File: src/rtl/fxq_pkg.sv
package fxq_pkg;

  typedef enum logic [2:0] {
    Q_TRN       = 3'd0,
    Q_RND_UP    = 3'd1,
    Q_RND_ZERO  = 3'd2,
    Q_RND_DOWN  = 3'd3,
    Q_RND_AWAY  = 3'd4,
    Q_RND_EVEN  = 3'd5,
    Q_TRN_ZERO  = 3'd6,
    Q_RSVD      = 3'd7
  } qmode_e;

  typedef enum logic [2:0] {
    OV_WRAP     = 3'd0,
    OV_SAT      = 3'd1,
    OV_SAT_ZERO = 3'd2,
    OV_SAT_SYM  = 3'd3,
    OV_WRAP_SM  = 3'd4,
    OV_RSVD5    = 3'd5,
    OV_RSVD6    = 3'd6,
    OV_RSVD7    = 3'd7
  } omode_e;

endpackage

File: src/rtl/fxq_align_round.sv
module fxq_align_round
  import fxq_pkg::*;
#(
  parameter int W_IN   = 18,
  parameter int I_IN   = 6,
  parameter int W_OUT  = 8,
  parameter int I_OUT  = 4,
  parameter bit SIGNED = 1'b1,
  parameter int WX     = 20
) (
  input  logic [W_IN-1:0]      in_data,
  input  qmode_e               qm,
  output logic signed [WX-1:0] y
);

  localparam int F_IN  = W_IN - I_IN;
  localparam int F_OUT = W_OUT - I_OUT;
  localparam int LSH   = (F_OUT > F_IN) ? (F_OUT - F_IN) : 0;
  localparam int RSH   = (F_IN > F_OUT) ? (F_IN - F_OUT) : 0;

  logic               fill;
  logic signed [WX-1:0] ext;
  logic signed [WX-1:0] sh;
  logic signed [WX-1:0] q;
  logic               half;
  logic               rest;
  logic               neg;
  logic               inc;

  always_comb begin
    fill = SIGNED ? in_data[W_IN-1] : 1'b0;
    ext  = {{(WX-W_IN){fill}}, in_data};
    sh   = ext <<< LSH;
    q    = sh >>> RSH;
    neg  = sh[WX-1];
  end

  generate
    if (RSH > 1) begin : g_drop_multi
      always_comb begin
        half = sh[RSH-1];
        rest = |sh[RSH-2:0];
      end
    end else if (RSH == 1) begin : g_drop_one
      always_comb begin
        half = sh[0];
        rest = 1'b0;
      end
    end else begin : g_drop_none
      always_comb begin
        half = 1'b0;
        rest = 1'b0;
      end
    end
  endgenerate

  always_comb begin
    unique case (qm)
      Q_RND_UP:   inc = half;
      Q_RND_ZERO: inc = half & (rest | neg);
      Q_RND_DOWN: inc = half & rest;
      Q_RND_AWAY: inc = half & (rest | ~neg);
      Q_RND_EVEN: inc = half & (rest | q[0]);
      Q_TRN_ZERO: inc = neg & (half | rest);
      default:    inc = 1'b0;
    endcase
    y = q + {{(WX-1){1'b0}}, inc};
  end

endmodule

File: src/rtl/fxq_ovf.sv
module fxq_ovf
  import fxq_pkg::*;
#(
  parameter int W_OUT  = 8,
  parameter bit SIGNED = 1'b1,
  parameter int WX     = 20,
  parameter int NSW    = 4
) (
  input  logic signed [WX-1:0] y,
  input  omode_e               om,
  input  logic [NSW-1:0]       nsat,
  output logic [W_OUT-1:0]     res,
  output logic                 ovf
);

  localparam int WC = (WX > W_OUT + 1) ? WX : (W_OUT + 1);
  localparam logic signed [WC-1:0] ONE  = WC'(1);
  localparam logic signed [WC-1:0] MAXV = SIGNED ? ((ONE <<< (W_OUT-1)) - ONE)
                                                 : ((ONE <<< W_OUT) - ONE);
  localparam logic signed [WC-1:0] MINV = SIGNED ? -(ONE <<< (W_OUT-1)) : '0;
  localparam logic signed [WC-1:0] SYMN = SIGNED ? -MAXV : '0;

  logic signed [WC-1:0] yc;
  logic                 hi;
  logic                 lo;
  logic [W_OUT-1:0]     wrapped;
  logic [W_OUT-1:0]     lim;
  logic [W_OUT-1:0]     topmask;
  logic [W_OUT-1:0]     smres;

  always_comb begin
    yc      = {{(WC-WX){y[WX-1]}}, y};
    hi      = yc > MAXV;
    lo      = yc < MINV;
    ovf     = hi | lo;
    wrapped = yc[W_OUT-1:0];
    lim     = hi ? MAXV[W_OUT-1:0] : MINV[W_OUT-1:0];
    for (int i = 0; i < W_OUT; i++) begin
      topmask[i] = (i >= (W_OUT - int'(nsat)));
    end
  end

  generate
    if (SIGNED) begin : g_sm_signed
      logic sgn;
      always_comb begin
        sgn   = yc[WC-1];
        smres = (wrapped[W_OUT-1] == sgn) ? {sgn, wrapped[W_OUT-2:0]}
                                          : {sgn, ~wrapped[W_OUT-2:0]};
      end
    end else begin : g_sm_unsigned
      always_comb smres = wrapped;
    end
  endgenerate

  always_comb begin
    res = wrapped;
    if (ovf) begin
      unique case (om)
        OV_SAT:      res = lim;
        OV_SAT_ZERO: res = '0;
        OV_SAT_SYM:  res = hi ? MAXV[W_OUT-1:0] : SYMN[W_OUT-1:0];
        OV_WRAP_SM:  res = smres;
        default:     res = (wrapped & ~topmask) | (lim & topmask);
      endcase
    end
  end

endmodule

File: src/rtl/fxq_requant.sv
module fxq_requant
  import fxq_pkg::*;
#(
  parameter int W_IN   = 18,
  parameter int I_IN   = 6,
  parameter int W_OUT  = 8,
  parameter int I_OUT  = 4,
  parameter bit SIGNED = 1'b1,
  parameter int NSW    = $clog2(W_OUT + 1)
) (
  input  logic             clk,
  input  logic             rst_n,
  input  logic             in_valid,
  input  logic [W_IN-1:0]  in_data,
  input  logic [2:0]       q_mode,
  input  logic [2:0]       o_mode,
  input  logic [NSW-1:0]   sat_bits,
  output logic             out_valid,
  output logic [W_OUT-1:0] out_data,
  output logic             out_ovf
);

  localparam int F_IN  = W_IN - I_IN;
  localparam int F_OUT = W_OUT - I_OUT;
  localparam int LSH   = (F_OUT > F_IN) ? (F_OUT - F_IN) : 0;
  localparam int WX    = W_IN + LSH + 2;
  localparam logic [W_OUT-1:0] OUT_MAX = SIGNED ? {1'b0, {(W_OUT-1){1'b1}}} : {W_OUT{1'b1}};
  localparam logic [W_OUT-1:0] OUT_MIN = SIGNED ? {1'b1, {(W_OUT-1){1'b0}}} : '0;

  logic signed [WX-1:0] y_q;
  logic [W_OUT-1:0]     res_c;
  logic                 ovf_c;
  logic                 valid_nxt;
  logic [W_OUT-1:0]     data_nxt;
  logic                 ovf_nxt;

  fxq_align_round #(
    .W_IN(W_IN), .I_IN(I_IN), .W_OUT(W_OUT), .I_OUT(I_OUT),
    .SIGNED(SIGNED), .WX(WX)
  ) u_round (
    .in_data (in_data),
    .qm      (qmode_e'(q_mode)),
    .y       (y_q)
  );

  fxq_ovf #(
    .W_OUT(W_OUT), .SIGNED(SIGNED), .WX(WX), .NSW(NSW)
  ) u_ovf (
    .y    (y_q),
    .om   (omode_e'(o_mode)),
    .nsat (sat_bits),
    .res  (res_c),
    .ovf  (ovf_c)
  );

  always_comb begin
    valid_nxt = in_valid;
    data_nxt  = in_valid ? res_c : out_data;
    ovf_nxt   = in_valid ? ovf_c : out_ovf;
  end

  always_ff @(posedge clk or negedge rst_n) begin
    if (!rst_n) begin
      out_valid <= 1'b0;
      out_data  <= '0;
      out_ovf   <= 1'b0;
    end else begin
      out_valid <= valid_nxt;
      out_data  <= data_nxt;
      out_ovf   <= ovf_nxt;
    end
  end

  // result appears one clock after a valid sample
  a_r13_valid_follows: assert property (@(posedge clk) disable iff (!rst_n)
    in_valid |=> out_valid);

  // outputs hold while no sample is offered
  a_r13_hold_idle: assert property (@(posedge clk) disable iff (!rst_n)
    !in_valid |=> (!out_valid && $stable(out_data) && $stable(out_ovf)));

  // saturation lands on one of the two range limits
  a_r8_sat_limits: assert property (@(posedge clk) disable iff (!rst_n)
    (in_valid && o_mode == OV_SAT) |=> (!out_ovf || out_data == OUT_MAX || out_data == OUT_MIN));

  // saturate-to-zero yields zero on overflow
  a_r9_sat_zero: assert property (@(posedge clk) disable iff (!rst_n)
    (in_valid && o_mode == OV_SAT_ZERO) |=> (!out_ovf || out_data == '0));

  // symmetric saturation never produces the most negative code
  a_r10_sym_no_min: assert property (@(posedge clk) disable iff (!rst_n)
    (in_valid && o_mode == OV_SAT_SYM && SIGNED) |=> (!out_ovf || out_data != OUT_MIN));

  // without overflow the registered result equals the low bits of the rounded value
  a_r12_no_flag_exact: assert property (@(posedge clk) disable iff (!rst_n)
    (in_valid && !ovf_c) |=> (!out_ovf && out_data == $past(y_q[W_OUT-1:0])));

endmodule

File: config.mk
export PLATFORM = sky130hd
export DESIGN_NAME = fxq_requant
export DESIGN_NICKNAME = d
export VERILOG_FILES = /design/src/rtl/fxq_pkg.sv /design/src/rtl/fxq_align_round.sv /design/src/rtl/fxq_ovf.sv /design/src/rtl/fxq_requant.sv
export SDC_FILE = /design/constraint.sdc
export NUM_CORES = 1
export LEC_CHECK = 0
export ABC_AREA = 1
export CORE_AREA = 2 2 65 52
export DETAILED_ROUTE_END_ITERATION = 7
export DIE_AREA = 0 0 67 54
export GPL_ROUTABILITY_DRIVEN = 1
export HOLD_SLACK_MARGIN = 0.02
export PLACE_DENSITY = 0.82
export SLEW_MARGIN = 20
export SYNTH_ARGS = -nofsm -noshare
export SYNTH_HDL_FRONTEND = slang
export SYNTH_HIERARCHICAL = 1
export SYNTH_SLANG_ARGS = --single-unit
File: constraint.sdc
create_clock -name clk -period 1.4 [get_ports clk]
set_clock_uncertainty 0.1 [all_clocks]
set_input_delay 0.14 -clock clk [delete_from_list [all_inputs] [get_ports clk]]
set_output_delay 0.14 -clock clk [all_outputs]
set_load 0.005 [all_outputs]
==> impl_metrics.py <==
metrics = {
    "power_and_ir_drop": {
        "total_power_w": 0.00153,
        "peakVddDrop_mv": 0.450,
        "leakage_nw": 1.24,
        "powerDensity_mw_per_mm2": 585,
    },
    "routing": {
        "drc": 0,
        "first_pass_iters": 5,
        "wl_mm": 6.27,
        "ant_nets": 0,
        "vias": 2139,
        "wl_per_cell_um": 16.8,
        "routed_via_density": 5.73,
        "drt_iter0_drc": 171,
    },
    "yosys": {
        "syn-num-nets": 276,
        "ys_types": 27,
        "synth_xor_area_frac": 0.0834,
        "synth_warnings": 6,
        "yosys.area_share.simple": 0.408,
        "synth_edf_count": 0,
        "synth_top_family_by_area": "simple AND/OR/NAND/NOR gates",
        "synth_seq_cells": 10,
        "seq_area_frac_synth": 0.170,
        "syn-instance-count": 238,
        "syn_area_per_cell_um2": 6.18,
        "async_flop_share": 1.00,
        "synth_compound_area_frac": 0.146,
        "synth_fa_ha_area_frac": 0.0596,
        "synth_mux_area_frac": 0,
        "synth_area_mm2": 0.00147,
        "synth_ff_type": "dfrtp_1",
    },
    "clock_tree": {
        "path_clk_slew_ns": 0.05,
        "cts-buffers-inserted": 3,
        "root_buffer": "clkbuf_8",
        "clockBufferDepth": 2,
        "cts_tree": "yes",
        "cts.sinks": 10,
        "h-tree-depth": 1,
        "insertion_delay_ns": 0.24,
        "postCtsHoldBufs": 0,
    },
    "setup_path": {
        "crit_path_start": "q_mode[2]",
        "cp_max_fo": 6,
        "cp-start-kind": "input port",
        "max_stage_delay_ns": 0.35,
        "r2r_cells": 3,
        "worst-r2r-setup-slack_ns": 0.49,
        "worst_path_max_delay_cell": "nor3b_4",
        "r2r_end": "out_data[7]$_DFFE_PN0P_",
        "worstSetupPathType": "input port to flop",
        "endpoint": "out_data[3]$_DFFE_PN0P_",
        "crit_required_ns": 1.42,
        "end_kind": "flop",
        "path_common_cell": "nand2_1",
        "r2r-start": "out_data[7]$_DFFE_PN0P_",
        "worstPathArrival_ns": 3.37,
    },
    "die": {
        "ios": 41,
        "die_h_um": 54,
        "placementRows": 18,
        "start_util": 0.480,
        "dieArea_mm2": 0.00362,
        "core_mm2": 0.00306,
        "die_w_um": 67,
    },
    "sta": {
        "finalCriticalPeriod_ns": 3.34,
        "whs_ns": 0.146,
        "timing.final.ws_setup_ns": -1.94,
        "fin_crit_sh": 2.39,
        "slew_violations": 0,
        "max_slew_margin": 0.650,
        "worstMarginPinSlew_ns": 0.523,
        "fmax_mhz": 299,
        "grt_setup_unrepaired": "true",
        "setup_viol": 9,
        "hold_viol": 0,
    },
    "placement": {
        "hpwl_mm": 3.28,
        "port_buffers": 40,
        "gp_congestion": 0.926,
    },
    "job": {
        "cap_violations": 0,
    },
    "global_routing": {
        "gr-total-overflow": 0,
        "grt_max_degree": 11,
        "grt_antenna_before_repair": 0,
        "track_usage": 0.285,
        "grt_pass1_wl_mm": 7.65,
        "grt_pass1_vias": 1828,
    },
    "cells_and_area": {
        "drive_above_1_share": 0.354,
        "syn2layout_area_growth_pct": 77.6,
        "nNetsFinal": 373,
        "n_antenna_cell": 0,
        "fillers": 176,
    },
    "outcome": {
        "violations": "negative setup slack",
        "status": "complete, but fails checks",
    },
    "min_path": {
        "hold_class": "input port to asynchronous set/reset pin",
    },
}
[where the power goes]
part	leakage, nW	switching, W	total [W]	internal, W
sequential	0.121	0.0000217	0.000350	0.000328
combinational	1.10	0.000435	0.000863	0.000428
clock	0.0216	0.000126	0.000316	0.000190
[critical path, delay by kind of cell]
family                     cells  cell delay (ns)
and+or+nand+nor               16             1.85
adders and majority gates      3             0.49
AOI/OAI and AO/OA              4             0.42
buffers and inverters          3             0.44
[repair_timing]
action | in CTS | in global routing
resized for setup | 44 | 38
hold endpoints to repair | 0 | 0
pin swaps | 29 | 34
gates cloned | 1 | 0
setup endpoints to repair | 9 | 10
setup buffers | 7 | 7
[synthesized netlist by cell type (3+ instances only)]
library cell,n,area (um2)
nor3_1,4,20.0
a21oi_1,13,65.1
xor2_1,7,61.3
nand2_1,64,240
nand2_4,3,33.8
or2_1,3,18.8
nor2_1,31,116
inv_1,26,97.6
dfrtp_1,10,250
buf_4,9,67.6
ha_1,7,87.6
nand4_1,6,37.5
o21ai_0,15,75.1
xnor2_1,7,61.3
nand3_1,15,75.1
[per-stage QoR]
| step | utilization | setup TNS (ns) | instance area [um2] | cells | setup slack, ns |
|---|---|---|---|---|---|
| 3_5_place_dp | 0.739 | -20.34 | 2260 | 356 | -2.30 |
| 3_3_place_gp | 0.739 | -19.21 | 2260 | 356 | -2.18 |
| 5_1_grt | 0.853 | -18.42 | 2610 | 373 | -2.16 |
| 6_report | 0.853 | -16.75 | 2610 | 373 | -1.94 |
| 2_1_floorplan | - | -13.33 | 1540 | 238 | -1.53 |
| 4_1_cts | 0.797 | -14.44 | 2440 | 367 | -1.64 |
[cells by family (layout without fill, tap and decap cells)]
logic type / after synthesis / in the layout
xor gates and xnor gates: 14 / 14
DFF: 10 / 10
adders and majority gates: 7 / 7
AOI/OAI and AO/OA: 36 / 37
buffers and inverters: 39 / 133
and+or+nand+nor: 132 / 132
[area by class of cell]
class,count,area (um2),area share
repair buffers,102,897,0.344
inverters,28,128,0.0489
clock buffers,3,41.3,0.0158
multi-input cells,190,1240,0.477
well taps,40,50.0,0.0192
flip-flops and latches,10,250,0.0958
[how the worst min path moves through the flow]
stage / cells after the start / endpoint / start
2_1_floorplan: 0 / out_data[0]$_DFFE_PN0P_ / rst_n
3_3_place_gp: 2 / out_ovf$_DFFE_PN0P_ / out_ovf$_DFFE_PN0P_
3_5_place_dp: 2 / out_ovf$_DFFE_PN0P_ / out_ovf$_DFFE_PN0P_
4_1_cts: 1 / out_data[2]$_DFFE_PN0P_ / rst_n
5_1_grt: 1 / out_ovf$_DFFE_PN0P_ / rst_n
6_report: 1 / out_data[4]$_DFFE_PN0P_ / rst_n
[metal layers]
| layer | track usage | up-vias | share of wire |
|---|---|---|---|
| met5 | 0 | - | 0 |
| met4 | 0.143 | 0 | 0.074 |
| met3 | 0.0586 | 52 | 0.072 |
| met2 | 0.531 | 146 | 0.49 |
| met1 | 0.310 | 979 | 0.36 |
| li1 | - | 962 | - |
[registers in the layout, indices dropped and copies added (netlist names)]
name       cells
out_ovf        1
out_data       8
out_valid      1
[cell usage in the layout (no fill, tap or decap), drive strengths merged]
cell           instances
nand2                 68
buf                   64
nand4                  6
a21oi                 14
o211ai                 2
xor2                   7
dfrtp                 10
o21ai                 17
clkbuf                 4
or2                    3
nor4                   1
nand3                 17
clkdlybuf4s15          5
nor3                   4
ha                     7
o31ai                  3
a31oi                  1
inv                   28
clkdlybuf4s50         28
xnor2                  7
nor2                  32
nor3b                  1
dlygate4sd2            4
Power figures use the tool's default switching activity.
